<file path="config.mk">
export PLATFORM = sky130hd
export DESIGN_NAME = scalar_alu
export DESIGN_NICKNAME = d
export VERILOG_FILES = /design/src/rtl/salu_pkg.sv /design/src/rtl/salu_decode.sv /design/src/rtl/salu_bitops.sv /design/src/rtl/salu_arith.sv /design/src/rtl/scalar_alu.sv
export SDC_FILE = /design/constraint.sdc
export NUM_CORES = 1
export LEC_CHECK = 0
export BUFFER_PORTS_ARGS = -buffer_cell sky130_fd_sc_hd__buf_2
export CORE_MARGIN = 2
export CORE_UTILIZATION = 40
export CTS_BUF_LIST = sky130_fd_sc_hd__clkbuf_4 sky130_fd_sc_hd__clkbuf_8 sky130_fd_sc_hd__clkbuf_16
export DETAILED_ROUTE_END_ITERATION = 16
export PLACE_DENSITY = 0.62
export SLEW_MARGIN = 20
export SYNTH_ARGS = -nofsm -noshare
export SYNTH_HDL_FRONTEND = slang
export SYNTH_HIERARCHICAL = 1
export SYNTH_SLANG_ARGS = --single-unit
</file>
<file path="constraint.sdc">
create_clock -name clk -period 8.52 [get_ports clk]
set_input_delay 0.426 -clock clk [delete_from_list [all_inputs] [get_ports clk]]
set_output_delay 0.426 -clock clk [all_outputs]
set_load 0.01 [all_outputs]
</file>
<file path="src/rtl/salu_pkg.sv">
package salu_pkg;

    localparam int OPC_W = 5;

    localparam logic [OPC_W-1:0] OPC_ADD_S   = 5'd2;
    localparam logic [OPC_W-1:0] OPC_MIN_S   = 5'd6;
    localparam logic [OPC_W-1:0] OPC_MIN_U   = 5'd7;
    localparam logic [OPC_W-1:0] OPC_MAX_S   = 5'd8;
    localparam logic [OPC_W-1:0] OPC_MAX_U   = 5'd9;
    localparam logic [OPC_W-1:0] OPC_LOGIC_LO = 5'd14;
    localparam logic [OPC_W-1:0] OPC_LOGIC_HI = 5'd29;
    localparam logic [OPC_W-1:0] OPC_SHL_N   = 5'd30;
    localparam logic [OPC_W-1:0] OPC_SHL_W   = 5'd31;

    typedef enum logic [2:0] {
        CLS_NONE,
        CLS_LOGIC,
        CLS_SHIFT,
        CLS_ADD,
        CLS_MIN,
        CLS_MAX
    } op_class_e;

    // order follows the opcode pairs starting at OPC_LOGIC_LO
    typedef enum logic [2:0] {
        FN_AND,
        FN_OR,
        FN_XOR,
        FN_ANDN,
        FN_ORN,
        FN_NAND,
        FN_NOR,
        FN_XNOR
    } logic_fn_e;

    typedef struct packed {
        op_class_e cls;
        logic_fn_e fn;
        logic      wide;
        logic      signed_cmp;
        logic      legal;
    } op_ctrl_t;

    function automatic op_ctrl_t decode_op(input logic [OPC_W-1:0] op);
        op_ctrl_t        c;
        logic [OPC_W-1:0] rel;
        c.cls        = CLS_NONE;
        c.fn         = FN_AND;
        c.wide       = 1'b0;
        c.signed_cmp = 1'b0;
        c.legal      = 1'b1;
        rel          = op - OPC_LOGIC_LO;
        if (op == OPC_ADD_S) begin
            c.cls = CLS_ADD;
        end else if (op == OPC_MIN_S || op == OPC_MIN_U) begin
            c.cls        = CLS_MIN;
            c.signed_cmp = (op == OPC_MIN_S);
        end else if (op == OPC_MAX_S || op == OPC_MAX_U) begin
            c.cls        = CLS_MAX;
            c.signed_cmp = (op == OPC_MAX_S);
        end else if (op >= OPC_LOGIC_LO && op <= OPC_LOGIC_HI) begin
            c.cls  = CLS_LOGIC;
            c.fn   = logic_fn_e'(rel[3:1]);
            c.wide = op[0];
        end else if (op == OPC_SHL_N || op == OPC_SHL_W) begin
            c.cls  = CLS_SHIFT;
            c.wide = op[0];
        end else begin
            c.legal = 1'b0;
        end
        return c;
    endfunction

endpackage

</file>
<file path="src/rtl/salu_decode.sv">
module salu_decode
    import salu_pkg::*;
(
    input  logic [OPC_W-1:0] opcode,
    output op_ctrl_t         ctrl
);
    always_comb begin
        ctrl = decode_op(opcode);
    end
endmodule

</file>
<file path="src/rtl/salu_bitops.sv">
module salu_bitops
    import salu_pkg::*;
#(
    parameter int WIDE_W   = 64,
    parameter int NARROW_W = 32
) (
    input  logic [WIDE_W-1:0] a,
    input  logic [WIDE_W-1:0] b,
    input  logic_fn_e         fn,
    input  logic              is_shift,
    input  logic              wide,
    output logic [WIDE_W-1:0] result
);
    localparam int SHW_W = $clog2(WIDE_W);
    localparam int SHN_W = $clog2(NARROW_W);
    localparam int UP_W  = WIDE_W - NARROW_W;

    logic [WIDE_W-1:0] logic_val;
    logic [WIDE_W-1:0] shift_src;
    logic [SHW_W-1:0]  shift_amt;
    logic [WIDE_W-1:0] raw;

    always_comb begin
        unique case (fn)
            FN_AND:  logic_val = a & b;
            FN_OR:   logic_val = a | b;
            FN_XOR:  logic_val = a ^ b;
            FN_ANDN: logic_val = a & ~b;
            FN_ORN:  logic_val = a | ~b;
            FN_NAND: logic_val = ~(a & b);
            FN_NOR:  logic_val = ~(a | b);
            default: logic_val = ~(a ^ b);
        endcase
    end

    generate
        if (SHW_W > SHN_W) begin : g_amt_ext
            always_comb begin
                shift_amt = wide ? b[SHW_W-1:0]
                                 : {{(SHW_W-SHN_W){1'b0}}, b[SHN_W-1:0]};
            end
        end else begin : g_amt_same
            always_comb shift_amt = b[SHW_W-1:0];
        end
    endgenerate

    always_comb begin
        shift_src = wide ? a : {{UP_W{1'b0}}, a[NARROW_W-1:0]};
        raw       = is_shift ? (shift_src << shift_amt) : logic_val;
        result    = wide ? raw : {{UP_W{1'b0}}, raw[NARROW_W-1:0]};
    end
endmodule

</file>
<file path="src/rtl/salu_arith.sv">
module salu_arith
    import salu_pkg::*;
#(
    parameter int NARROW_W = 32
) (
    input  logic [NARROW_W-1:0] a,
    input  logic [NARROW_W-1:0] b,
    input  op_class_e           cls,
    input  logic                signed_cmp,
    output logic [NARROW_W-1:0] result,
    output logic                flag
);
    logic [NARROW_W:0] sum;
    logic              ovf;
    logic              lt;
    logic              gt;

    always_comb begin
        sum = {a[NARROW_W-1], a} + {b[NARROW_W-1], b};
        ovf = sum[NARROW_W] ^ sum[NARROW_W-1];
        if (signed_cmp) begin
            lt = $signed(a) < $signed(b);
            gt = $signed(a) > $signed(b);
        end else begin
            lt = a < b;
            gt = a > b;
        end
        unique case (cls)
            CLS_MIN: begin
                result = lt ? a : b;
                flag   = lt;
            end
            CLS_MAX: begin
                result = gt ? a : b;
                flag   = gt;
            end
            default: begin
                result = sum[NARROW_W-1:0];
                flag   = ovf;
            end
        endcase
    end
endmodule

</file>
<file path="src/rtl/scalar_alu.sv">
module scalar_alu
    import salu_pkg::*;
#(
    parameter int WIDE_W   = 64,
    parameter int NARROW_W = 32
) (
    input  logic              clk,
    input  logic              rst,
    input  logic              in_valid,
    input  logic [4:0]        opcode,
    input  logic [WIDE_W-1:0] src_a,
    input  logic [WIDE_W-1:0] src_b,
    output logic [WIDE_W-1:0] res_out,
    output logic              cond_out,
    output logic              res_valid,
    output logic              bad_op
);
    localparam int UP_W = WIDE_W - NARROW_W;

    op_ctrl_t            ctrl;
    logic [WIDE_W-1:0]   bit_res;
    logic [NARROW_W-1:0] ar_res;
    logic                ar_flag;
    logic [WIDE_W-1:0]   nxt_res;
    logic                nxt_cond;

    salu_decode u_dec (
        .opcode (opcode),
        .ctrl   (ctrl)
    );

    salu_bitops #(.WIDE_W(WIDE_W), .NARROW_W(NARROW_W)) u_bit (
        .a        (src_a),
        .b        (src_b),
        .fn       (ctrl.fn),
        .is_shift (ctrl.cls == CLS_SHIFT),
        .wide     (ctrl.wide),
        .result   (bit_res)
    );

    salu_arith #(.NARROW_W(NARROW_W)) u_ar (
        .a          (src_a[NARROW_W-1:0]),
        .b          (src_b[NARROW_W-1:0]),
        .cls        (ctrl.cls),
        .signed_cmp (ctrl.signed_cmp),
        .result     (ar_res),
        .flag       (ar_flag)
    );

    always_comb begin
        unique case (ctrl.cls)
            CLS_LOGIC, CLS_SHIFT: begin
                nxt_res  = bit_res;
                nxt_cond = |bit_res;
            end
            CLS_ADD, CLS_MIN, CLS_MAX: begin
                nxt_res  = {{UP_W{1'b0}}, ar_res};
                nxt_cond = ar_flag;
            end
            default: begin
                nxt_res  = '0;
                nxt_cond = cond_out;
            end
        endcase
    end

    always_ff @(posedge clk) begin
        if (rst) begin
            res_out   <= '0;
            cond_out  <= 1'b0;
            res_valid <= 1'b0;
            bad_op    <= 1'b0;
        end else begin
            res_valid <= in_valid;
            bad_op    <= in_valid & ~ctrl.legal;
            if (in_valid) begin
                res_out  <= nxt_res;
                cond_out <= nxt_cond;
            end
        end
    end
endmodule

</file>
After elaboration in Yosys (flattened, before gate mapping)
Index checks and enable logic that the tools add are counted.

word-level totals
  flip-flop bits (word level) = 67
  input bits = 136
  output and inout port bits = 67
  word-level logic and storage cells = 83

operators by class
  $add $sub $neg = 2
  order comparisons = 6
  equality and inequality tests = 18
  shift-type cells = 1
  mux-type cells = 30
  bitwise gates (word level) = 12
  reduce and logical (&&, ||, !) cells = 10

operators with widths
  kind                                                 number
  one-hot mux 64 bit (7 select lines)                  1
  NOT 64 bit                                           4
  2-to-1 mux 64 bit                                    3
  bitwise AND 64 bit                                   2
  OR 64 bit                                            2
  one-hot mux 64 bit (2 select lines)                  1
  greater-than comparator 32 bit                       2
  less-than comparator 32 bit                          2
  2-to-1 mux 32 bit                                    2
  one-hot mux 32 bit (2 select lines)                  1
  OR reduction 64 bit                                  1
  left shift 64 x 6 -> 64 bit                          1
  bitwise XOR 64 bit                                   1
  adder 32 x 32 -> 33 bit                              1
  equality test 3 bit, second input constant           5
  equality test 3 x 2 -> 1 bit, second input constant  4
  2-to-1 mux 3 bit                                     4
  2-to-1 mux 6 bit                                     2
  equality test 5 x 3 -> 1 bit, second input constant  2
  equality test 5 x 4 -> 1 bit, second input constant  2
  equality test 5 bit, second input constant           2
  2-to-1 mux 1 bit                                     10
  2-to-1 mux 4 bit                                     2
  equality test 3 x 1 -> 1 bit, second input constant  2
  other kinds (16)                                     20

Depth between registers and ports, before layout
  word-level depth = 13
  mapped depth = 20
  depth with buffers taken out = 16

By module
The synthesis kept the hierarchy.

modules (own cells, without submodules)
  module       instances  cells each  area each (um^2)  seq. area each (um^2)
  salu_bitops  1          1,716       13,116.3          0.0
  salu_arith   1          550         3,757.4           0.0
  scalar_alu   1          326         2,880.3           1,341.3
  salu_decode  1          57          380.4             0.0

Least setup slack after synthesis
OpenSTA, ideal clock, no wires.

  path type = input -> register
  from = input opcode[1]
  to = register cond_out
  setup time = 138 ps
  arrival = 3,583 ps
  required time = 8,382 ps
  path slack = 4,800 ps
  stages = 16
  buffers on the path = 2
  cell sequence = ha_1 buf_4 o21ai_0 nor2_1 o311ai_1 nor3b_1 and2_1 clkbuf_1 nand2_1 a311o_1 o21ai_0 a2111o_1 nor4_1 nand4_1 nor3_1 a2111oi_0

RTL lines
  element               line              RTL
  start, declared       scalar_alu.sv:10  input logic [4:0] opcode,
  end signal, assigned  scalar_alu.sv:78  cond_out <= nxt_cond;
  end, declared         scalar_alu.sv:14  output logic cond_out,

==> impl_metrics.json <==
{
  "status": "complete, no violations",
  "cts_setup_buffers": 0,
  "core_um2": 50000,
  "ys_ff_latch": 67,
  "p_sw_share_pct": 51.7,
  "hpwl_um": 74100,
  "gp_congestion": 1.03,
  "clk_latency_ns": 0.35,
  "post-route-drc-count": 0,
  "vdd_drop_max_uv": 97.5,
  "io_buffers": 202,
  "clock_sink_count": 67,
  "pre_cts_slack_ns": 3.05,
  "pwr-share-clk_pct": 18.6,
  "post-route-worst-setup-slack_ns": 3.22,
  "critPathMaxFanout": 112,
  "num_vias": 22600,
  "overflow": 0,
  "power.total_uw": 2290,
  "intPower_uw": 1110,
  "num_io_pins": 203,
  "postCtsHoldBufs": 0,
  "p_leak_uw": 0.00943,
  "synth_edf_count": 0,
  "cts_root_buf": "clkbuf_16",
  "die-area_um2": 52100,
  "via_per_inst": 6.72,
  "ys_warn_count": 6,
  "hold_path_class": "reg2reg",
  "grt_setup_unrepaired": "no",
  "pwr-share-comb_pct": 66.4,
  "die_w_um": 228,
  "fin_crit_sh_pct": 62.3,
  "rows": 82,
  "drt-total-wl_um": 98000,
  "crit_required_ns": 8.76,
  "critical_path_class": "in2reg",
  "arrival_ns": 5.54,
  "synth_cells": 2649,
  "synth-async-reset-ratio_pct": 0,
  "drtPass1Iterations": 6,
  "yosysUniqueCellTypes": 103,
  "startpoint": "opcode[1]",
  "fill_cells": 5170,
  "worstSetupEndpointType": "flop",
  "clock_path_buffers": 2,
  "avgSynthCellArea_um2": 7.60,
  "syn_nets": 3109,
  "r2r_setup_slack_ns": 7.17,
  "htreeDepth": 3,
  "fin_tns_setup_ns": 0,
  "cts_tree": "yes",
  "grt_usage_pct": 36.0,
  "worst_pin_slew_ns": 1.30,
  "layout-drive-gt1-share_pct": 16.4,
  "start_kind": "input pin",
  "synth_area_um2": 20100,
  "start_util_pct": 40.3,
  "area_growth_pct": 7.57,
  "grt_pass1_vias": 21300,
  "critical_path.reg2reg.endpoint": "cond_out",
  "fp.dieH_um": 228,
  "ys_seq_area_share_pct": 6.66,
  "cp-endpoint": "cond_out",
  "fmax_ghz": 0.189,
  "post-route-util_pct": 43.3,
  "power.density_nw_per_um2": 106,
  "slew-limit-headroom_pct": 12.8,
  "yosys_most_used_dff": "dfxtp_1",
  "grt_first_pass_wirelength_um": 142000,
  "clk_pin_slew_ns": 0.07,
  "grt_max_degree": 145,
  "cap_violations": 0,
  "finalSetupViolCount": 0,
  "power_frac_seq_pct": 15.0,
  "reg2reg_depth": 3,
  "cts_buffers": 9,
  "antenna_found_initial": 7,
  "fin_worst_skew_ns": 0,
  "hold_viol": 0,
  "hold_depth": 2,
  "drt_iter0_markers": 2936,
  "cts.repair.resized": 0,
  "nets": 3142,
  "hold_slack_ns": 0.465,
  "slew_viol_final": 0,
  "routedWlPerCell_um": 29.2,
  "fin_crit_ns": 5.30,
  "regToRegStartpoint": "cond_out",
  "p_sw_uw": 1190,
  "ant_nets": 0
}
==> kinds of logic after synthesis <==
family,synth area share [%]
buffers and inverters,9.26
xor gates and xnor gates,0.913
adders and majority gates,20.2
muxes,17.2
and+or+nand+nor,16.5
AOI/OAI and AO/OA,29.2
DFF,6.66
==> cell usage in the layout (no fill, tap or decap), types with 33 or more instances in the layout <==
cell / netlist / layout
mux2i_1: 101 / 99
ha_1: 323 / 323
a21oi_1: 210 / 210
nor2_1: 187 / 186
dfxtp_1: 67 / 67
nor3_1: 35 / 33
o21ai_0: 177 / 177
buf_4: 16 / 40
o22ai_1: 44 / 44
nor2b_1: 37 / 36
mux4_2: 75 / 75
inv_1: 216 / 214
o211ai_1: 44 / 44
a211oi_1: 68 / 68
a22oi_1: 50 / 50
buf_2: 43 / 198
nand2b_1: 55 / 55
a31oi_1: 42 / 42
nand2_1: 177 / 177
nand3_1: 99 / 99
mux2_2: 47 / 47
==> worst max-delay path: stages <==
cell and delay, ns:
buf_2 0.20, inv_1 0.15, ha_1 0.27, nand2_1 0.09, nand3b_1 0.15, a311oi_4 0.34
buf_12 0.44, inv_2 0.37, buf_4 0.41, a211oi_1 0.27, a211oi_1 0.07, a21oi_1 0.34
o21ai_0 0.27, a221oi_1 0.89, nor4_1 0.16, nand4_1 0.18, a211oi_1 0.06, a2111oi_0 0.33
==> power groups by stage <==
stage | clock network, µW | registers (µW) | logic (µW)
after detailed placement | 0 | 352 | 1460
after global placement | 0 | 351 | 1440
final | 427 | 344 | 1520
after floorplan | 0 | 358 | 931
after CTS | 430 | 345 | 1470
after global routing | 444 | 347 | 1610
==> routing by layer <==
| layer | vias up | wire length [µm] | global-route usage (%) |
|---|---|---|---|
| met4 | 4 | 6020 | 19.9 |
| met3 | 268 | 10100 | 7.61 |
| li1 | 9853 | - | - |
| met1 | 11100 | 39100 | 46.9 |
| met2 | 1335 | 42800 | 55.3 |
| met5 | - | 24 | 0 |
==> how the worst min path moves through the flow <==
stage / startpoint / endpoint
finish: res_out[38] / res_out[38]
global route: res_out[51] / res_out[51]
floorplan: res_out[35] / res_out[35]
detailed placement: res_out[55] / res_out[55]
CTS: res_out[57] / res_out[57]
global placement: res_out[55] / res_out[55]
==> sequential cells by signal, summed over array words and instances (netlist names) <==
register   flops
res_valid      1
cond_out       1
bad_op         1
res_out       64
==> stage by stage <==
step	std cells	instance area [µm²]
final	3362	21700
after global placement	3343	21300
after floorplan	2649	20100
after global routing	3359	21700
after CTS	3359	21700
after detailed placement	3343	21300
==> cell usage after synthesis, drive strengths merged, types with 16 or more instances <==
cell type	n	area, µm²
a211oi	78	636
a31oi	43	275
nor3	37	195
o22ai	44	275
ha	323	4040
buf	111	638
nor2b	37	231
a21oi	212	1070
inv	219	822
o221ai	21	190
xnor2	16	140
a21o	19	143
mux4	82	1870
dfxtp	67	1340
o211ai	45	343
mux2	50	574
nand3	99	495
clkbuf	107	404
nor4	24	186
a221oi	22	211
mux2i	102	1020
o21ai	183	916
nand2b	55	344
nor2	189	719
a22oi	50	375
nand2	178	676
==> area by class of cell <==
class / count / area (µm²) / area share (%)
inverters: 219 / 822 / 3.80
repair buffers: 240 / 1330 / 6.15
multi-input cells: 2145 / 17000 / 78.4
diodes: 3 / 7.51 / 0.0347
clock buffers: 9 / 225 / 1.04
clock inverters: 7 / 106 / 0.491
well taps: 672 / 841 / 3.88
flip-flops and latches: 67 / 1340 / 6.19
Note: power is estimated with default switching activity, not from simulation.
